## config.mk

```make
export PLATFORM = sky130hd
export DESIGN_NAME = wdog_timer
export DESIGN_NICKNAME = d
export VERILOG_FILES = /design/src/rtl/wdog_pkg.sv /design/src/rtl/wdog_tick.sv /design/src/rtl/wdog_regs.sv /design/src/rtl/wdog_count.sv /design/src/rtl/wdog_timer.sv
export SDC_FILE = /design/constraint.sdc
export NUM_CORES = 1
export LEC_CHECK = 0
export ABC_AREA = 1
export CORE_MARGIN = 2
export CORE_UTILIZATION = 35
export CTS_CLUSTER_DIAMETER = 80
export DETAILED_ROUTE_END_ITERATION = 10
export DONT_BUFFER_PORTS = 1
export PLACE_DENSITY = 0.58
export SYNTH_ARGS = -nofsm -noshare
export SYNTH_HDL_FRONTEND = slang
export SYNTH_HIERARCHICAL = 1
export SYNTH_SLANG_ARGS = --single-unit
```

## constraint.sdc

```tcl
create_clock -name clk -period 4.95 [get_ports clk]
set_input_delay 0.99 -clock clk [delete_from_list [all_inputs] [get_ports clk]]
set_output_delay 0.99 -clock clk [all_outputs]
set_load 0.05 [all_outputs]
```

## src/rtl/wdog_pkg.sv

```systemverilog
package wdog_pkg;
  // byte offsets of the three word registers
  localparam int OFS_CTRL   = 'h0;
  localparam int OFS_RELOAD = 'h4;
  localparam int OFS_COUNT  = 'h8;
  // control field positions
  localparam int RST_EN_BIT = 0;
  localparam int IRQ_EN_BIT = 2;
  localparam int SEL_LSB    = 3;
  localparam int RUN_BIT    = 5;
  localparam int PRE_LSB    = 8;
endpackage

```

## src/rtl/wdog_tick.sv

```systemverilog
module wdog_tick #(
  parameter int PRE_W         = 8,
  parameter int SEL_W         = 2,
  parameter int DIV_BASE_LOG2 = 4
) (
  input  logic             clk,
  input  logic             rst,
  input  logic             run,
  input  logic [PRE_W-1:0] pre,
  input  logic [SEL_W-1:0] sel,
  output logic             tick
);
  localparam int MAX_SEL = (1 << SEL_W) - 1;
  localparam int DIV_W   = DIV_BASE_LOG2 + MAX_SEL;

  logic [PRE_W-1:0] pre_cnt;
  logic [DIV_W-1:0] div_cnt;
  logic [DIV_W-1:0] div_last;
  logic [SEL_W-1:0] sel_gap;
  logic             pre_hit;
  logic             div_hit;

  always_comb begin
    sel_gap  = SEL_W'(MAX_SEL) - sel;
    div_last = {DIV_W{1'b1}} >> sel_gap;
    pre_hit  = (pre_cnt >= pre);
    div_hit  = (div_cnt >= div_last);
    tick     = run && pre_hit && div_hit;
  end

  always_ff @(posedge clk) begin
    if (rst || !run) begin
      pre_cnt <= '0;
      div_cnt <= '0;
    end else if (pre_hit) begin
      pre_cnt <= '0;
      div_cnt <= div_hit ? '0 : div_cnt + 1'b1;
    end else begin
      pre_cnt <= pre_cnt + 1'b1;
    end
  end

  // divide factor is at least 16, so ticks are never back to back
  AST_TICK_SPARSE: assert property (@(posedge clk) disable iff (rst)
    tick |=> !tick);
endmodule

```

## src/rtl/wdog_regs.sv

```systemverilog
module wdog_regs
  import wdog_pkg::*;
#(
  parameter int               ADDR_W     = 4,
  parameter int               DATA_W     = 32,
  parameter int               PRE_W      = 8,
  parameter int               SEL_W      = 2,
  parameter int               CNT_W      = 16,
  parameter logic [CNT_W-1:0] RESET_LOAD = 16'h8000
) (
  input  logic              clk,
  input  logic              rst,
  input  logic              wr_en,
  input  logic [ADDR_W-1:0] addr,
  input  logic [DATA_W-1:0] wr_data,
  input  logic [CNT_W-1:0]  cnt_now,
  output logic [PRE_W-1:0]  pre,
  output logic              run,
  output logic [SEL_W-1:0]  sel,
  output logic              irq_en,
  output logic              rst_en,
  output logic [CNT_W-1:0]  reload,
  output logic              cnt_wr,
  output logic [CNT_W-1:0]  cnt_wr_val,
  output logic [DATA_W-1:0] rd_data
);
  logic              hit_ctrl, hit_reload, hit_count;
  logic [DATA_W-1:0] rd_next;
  logic              unused_wr;

  assign hit_ctrl   = (addr == ADDR_W'(OFS_CTRL));
  assign hit_reload = (addr == ADDR_W'(OFS_RELOAD));
  assign hit_count  = (addr == ADDR_W'(OFS_COUNT));
  assign cnt_wr     = wr_en && hit_count;
  assign cnt_wr_val = wr_data[CNT_W-1:0];
  assign unused_wr  = ^wr_data;

  always_comb begin
    rd_next = '0;
    if (hit_ctrl) begin
      rd_next[PRE_LSB +: PRE_W] = pre;
      rd_next[SEL_LSB +: SEL_W] = sel;
      rd_next[RUN_BIT]          = run;
      rd_next[IRQ_EN_BIT]       = irq_en;
      rd_next[RST_EN_BIT]       = rst_en;
    end else if (hit_reload) begin
      rd_next[CNT_W-1:0] = reload;
    end else if (hit_count) begin
      rd_next[CNT_W-1:0] = cnt_now;
    end
  end

  always_ff @(posedge clk) begin
    if (rst) begin
      pre     <= '0;
      run     <= 1'b0;
      sel     <= '0;
      irq_en  <= 1'b0;
      rst_en  <= 1'b0;
      reload  <= RESET_LOAD;
      rd_data <= '0;
    end else begin
      if (wr_en && hit_ctrl) begin
        pre    <= wr_data[PRE_LSB +: PRE_W];
        sel    <= wr_data[SEL_LSB +: SEL_W];
        run    <= wr_data[RUN_BIT];
        irq_en <= wr_data[IRQ_EN_BIT];
        rst_en <= wr_data[RST_EN_BIT];
      end
      if (wr_en && hit_reload) reload <= wr_data[CNT_W-1:0];
      rd_data <= rd_next;
    end
  end
endmodule

```

## src/rtl/wdog_count.sv

```systemverilog
module wdog_count #(
  parameter int               CNT_W      = 16,
  parameter logic [CNT_W-1:0] RESET_LOAD = 16'h8000
) (
  input  logic             clk,
  input  logic             rst,
  input  logic             tick,
  input  logic             cnt_wr,
  input  logic [CNT_W-1:0] cnt_wr_val,
  input  logic [CNT_W-1:0] reload,
  input  logic             irq_en,
  input  logic             rst_en,
  output logic [CNT_W-1:0] cnt,
  output logic             irq_pulse,
  output logic             reset_pulse
);
  logic expire;
  assign expire = tick && (cnt == '0);

  always_ff @(posedge clk) begin
    if (rst) begin
      cnt         <= RESET_LOAD;
      irq_pulse   <= 1'b0;
      reset_pulse <= 1'b0;
    end else begin
      irq_pulse   <= expire && irq_en;
      reset_pulse <= expire && rst_en;
      if (cnt_wr)      cnt <= cnt_wr_val;
      else if (expire) cnt <= reload;
      else if (tick)   cnt <= cnt - 1'b1;
    end
  end

  AST_IRQ_ONE_CYCLE: assert property (@(posedge clk) disable iff (rst)
    irq_pulse |=> !irq_pulse);
  AST_RST_ONE_CYCLE: assert property (@(posedge clk) disable iff (rst)
    reset_pulse |=> !reset_pulse);
  AST_IRQ_GATED: assert property (@(posedge clk) disable iff (rst)
    irq_pulse |-> $past(irq_en));
  AST_RST_GATED: assert property (@(posedge clk) disable iff (rst)
    reset_pulse |-> $past(rst_en));
  AST_RELOAD_ON_EXPIRY: assert property (@(posedge clk) disable iff (rst)
    (tick && cnt == '0 && !cnt_wr) |=> cnt == $past(reload));
  AST_WRITE_WINS: assert property (@(posedge clk) disable iff (rst)
    cnt_wr |=> cnt == $past(cnt_wr_val));
endmodule

```

## src/rtl/wdog_timer.sv

```systemverilog
module wdog_timer #(
  parameter int               ADDR_W        = 4,
  parameter int               DATA_W        = 32,
  parameter int               PRE_W         = 8,
  parameter int               SEL_W         = 2,
  parameter int               DIV_BASE_LOG2 = 4,
  parameter int               CNT_W         = 16,
  parameter logic [CNT_W-1:0] RESET_LOAD    = 16'h8000
) (
  input  logic              clk,
  input  logic              rst,
  input  logic              wr_en,
  input  logic [ADDR_W-1:0] addr,
  input  logic [DATA_W-1:0] wr_data,
  output logic [DATA_W-1:0] rd_data,
  output logic              irq_pulse,
  output logic              reset_pulse
);
  logic [PRE_W-1:0] pre;
  logic [SEL_W-1:0] sel;
  logic             run, irq_en, rst_en, tick, cnt_wr;
  logic [CNT_W-1:0] reload, cnt_wr_val, cnt;

  wdog_regs #(
    .ADDR_W(ADDR_W), .DATA_W(DATA_W), .PRE_W(PRE_W), .SEL_W(SEL_W),
    .CNT_W(CNT_W), .RESET_LOAD(RESET_LOAD)
  ) u_regs (
    .clk(clk), .rst(rst), .wr_en(wr_en), .addr(addr), .wr_data(wr_data),
    .cnt_now(cnt), .pre(pre), .run(run), .sel(sel), .irq_en(irq_en),
    .rst_en(rst_en), .reload(reload), .cnt_wr(cnt_wr),
    .cnt_wr_val(cnt_wr_val), .rd_data(rd_data)
  );

  wdog_tick #(
    .PRE_W(PRE_W), .SEL_W(SEL_W), .DIV_BASE_LOG2(DIV_BASE_LOG2)
  ) u_tick (
    .clk(clk), .rst(rst), .run(run), .pre(pre), .sel(sel), .tick(tick)
  );

  wdog_count #(
    .CNT_W(CNT_W), .RESET_LOAD(RESET_LOAD)
  ) u_count (
    .clk(clk), .rst(rst), .tick(tick), .cnt_wr(cnt_wr),
    .cnt_wr_val(cnt_wr_val), .reload(reload), .irq_en(irq_en),
    .rst_en(rst_en), .cnt(cnt), .irq_pulse(irq_pulse),
    .reset_pulse(reset_pulse)
  );

  AST_HOLD_WHEN_STOPPED: assert property (@(posedge clk) disable iff (rst)
    (!run && !cnt_wr) |=> $stable(cnt));
  AST_NO_PULSE_STOPPED: assert property (@(posedge clk) disable iff (rst)
    !run |=> !(irq_pulse || reset_pulse));
endmodule

```

==> run metrics <==
Via density 4.72; PnR worst setup slack 1.71 ns; Post-CTS Setup Repair Bufs 0; Slew HR 21.7%; area of the die around 15000 µm²; Clock Path Buffers 2; IO Count 73; clk_lat worst skew 0.35 ns; Max stage delay cell, worst path nor2_2; Synth Area per Inst ~6.5 µm²; Hold Crit Class flop to flop; Final Setup Violations 0; share of synthesized registers carrying an async set or reset 0%; fin nets 785; met3 Usage GRT about 4.7%; Area contributors post-synth dfxtp_1, nand2_1, inv_1; number of gates resized after CTS 0; gr ovfl total 0; routed wire length between 10 and 15 mm; sequential power share between 40% and 50%; worst vdd ir 0.155 mV; Clock power frac 42.6%; most frequent cell after synthesis nand2_1; DRC 0; die width around 120 µm; worst slack, placed 1.55 ns; Post-synth EDFFs 0; synth cell count leaders nand2_1, inv_1, nor2_1; per-cell routed wire length 13.2 µm; outcome complete, no violations; Required @ worst endpoint 5.18 ns; synthesized cell area just under 5000 µm²; Core Region 13900 µm²; first-pass GRT wire length 19.9 mm; Synth top area share 31.5%; post-route cell area 5110 µm²; most used routing layer met2; Vias roughly 4300; Yosys warning count 6; clk root buf clkbuf_16; initial antenna violation count 0; RSZ-0062 raised after global routing false; share of layout cells above drive strength 1 approximately 5.4%; Synth cell types 34; num rows 43; top achievable clock speed 308 MHz; largest net degree at the start of global routing 65; Routability Congestion approximately 0.81; FILL cells 1520; Post-DP Area 4840 µm²; Final ANT Viol Nets 0; critical path, cell by cell inv_1 -> ha_1 -> nand2_1 -> nand2_1 -> nand2_1 -> nand2_1 -> nand2_2 -> nand3_2 -> nand3_1 -> inv_1 -> nor2_2 -> nor2_1 -> nand2_1 -> o21bai_1 -> a21oi_1; max-slew violation count 0; Gate power share 12.5%; vias in the first global route 3945; Net Switching 0.411 mW; CP bufs+invs 2; worst-path fanout max 18; IO buf count 0; top_reg_cell synth dfxtp_1; slew at the pin closest to its max-slew limit 1.17 ns; Power Density 287 nW/µm²; CP peak stage delay 0.69 ns; Ant. Diodes 0; starting density of the core 35.7%; hold-fix buffers at CTS 0; crit start category flop; minimum clock period after layout 3.24 ns; die height approximately 120 µm; Pleak 2.39 nW; Mapped Cells 769; dpl hpwl 7.95 mm; final hold vios 0; grt met2 use 25.1%; TritonRoute pass-1 iters 4; Total GRT Usage between 10% and 20%; 1st-iter DRT viols 303; Sum Neg Setup Slack 0 ns; Final period util 65.5%; met1 usage 23.3%; Int Power between 1 and 1.5 mW; total CTS buffers 9; Reg clk slew, reported paths around 0.06 ns; CP top delay family simple AND/OR/NAND/NOR gates; CP most frequent cell nand2_1; synthesis-to-finish area growth 3.08%; Layout Skew approximately 0.011 ns; CTS sink count 78; CP Class flop to flop; sequential area share after synthesis 31.5%; CP arrival 3.48 ns; number of H-tree levels 3; cell taking the most area after synthesis dfxtp_1; maxcap violations 0; sw frac 28.0%; Yosys reg bits 78; Crit. End Element flop; CTS tree yes
## placed cells by master, fill, tap and decap left out, drive strengths merged, types with 16 or more instances in the layout
cell,instances
o21ai,18
nand4,41
dfxtp,78
nand3,65
a21oi,24
conb,16
nor2,99
nand2,166
inv,153
## per-layer routing
layer  up-vias  part of all wire [%]
li1       2262                     -
met1      1929                    50
met2       112                    42
met3        16                   6.3
met4         0                   2.3
met5         -                     0
## worst register-to-register path, cell delays in order, from the launching register on
cell and delay [ns]:
dfxtp_1 0.37, inv_1 0.06, ha_1 0.30, nand2_1 0.07, nand2_1 0.04, nand2_1 0.05
nand2_1 0.08, nand2_2 0.13, nand3_2 0.23, nand3_1 0.14, inv_1 0.08, nor2_2 0.69
nor2_1 0.52, nand2_1 0.17, o21bai_1 0.12, a21oi_1 0.08
## flip-flops by register name, indices dropped and copies added (netlist names)
| name | cells |
|---|---|
| u_regs/run | 1 |
| u_regs/rd_data | 16 |
| u_count/reset_pulse | 1 |
| u_count/cnt | 16 |
| u_regs/irq_en | 1 |
| u_count/irq_pulse | 1 |
| u_regs/rst_en | 1 |
| u_regs/reload | 16 |
| u_tick/div_cnt | 7 |
| u_regs/pre | 8 |
| u_regs/sel | 2 |
| u_tick/pre_cnt | 8 |
## final timing paths
| path | startpoint | end | slack [ns] | depth (start not counted) |
|---|---|---|---|---|
| max | u_regs/pre[1] | u_count/cnt[4] | 1.71 | 15 |
| min | u_tick/pre_cnt[0] | u_tick/pre_cnt[0] | 0.49 | 1 |
| max reg2reg | u_regs/pre[1] | u_count/cnt[4] | 1.71 | 15 |
| min reg2reg | u_tick/pre_cnt[0] | u_tick/pre_cnt[0] | 0.49 | 1 |
## layout make-up
class / count / area [µm²] / area share [%]
multi-input combinational: 488 / 2470 / 48.3
sequential: 78 / 1560 / 30.5
inverter: 153 / 574 / 11.2
clock buffer: 14 / 264 / 5.16
tap: 180 / 225 / 4.40
timing repair buffer: 2 / 15.0 / 0.294
clock inverter: 1 / 5.00 / 0.0979
## power by group through the flow
stage                     Sequential, mW  Clock (mW)  Combinational [mW]
after floorplan                    0.669           0               0.183
after global placement             0.672           0               0.181
after detailed placement           0.672           0               0.181
after CTS                          0.659       0.640               0.182
after global routing               0.660       0.666               0.209
final                              0.659       0.625               0.184
## cell families after synthesis
family,count (synthesis),share of synthesized area [%]
simple gates,386,35.7
buf+inv,218,20.1
flops,78,31.5
compound gates,59,6.84
fa+ha+maj,14,3.53
xor+xnor,13,2.30
other cells,1,0.0756
## metrics by stage
stage | utilization (%) | instances | hold slack [ns] | power (mW)
3_5_place_dp | 34.9 | 901 | 0.479 | 0.854
5_1_grt | 36.8 | 916 | 0.510 | 1.54
2_1_floorplan | - | 784 | 0.441 | 0.852
6_report | 36.8 | 916 | 0.488 | 1.47
4_1_cts | 36.8 | 916 | 0.489 | 1.48
3_3_place_gp | 34.9 | 901 | 0.473 | 0.853
(Power assumes the default switching activity.)
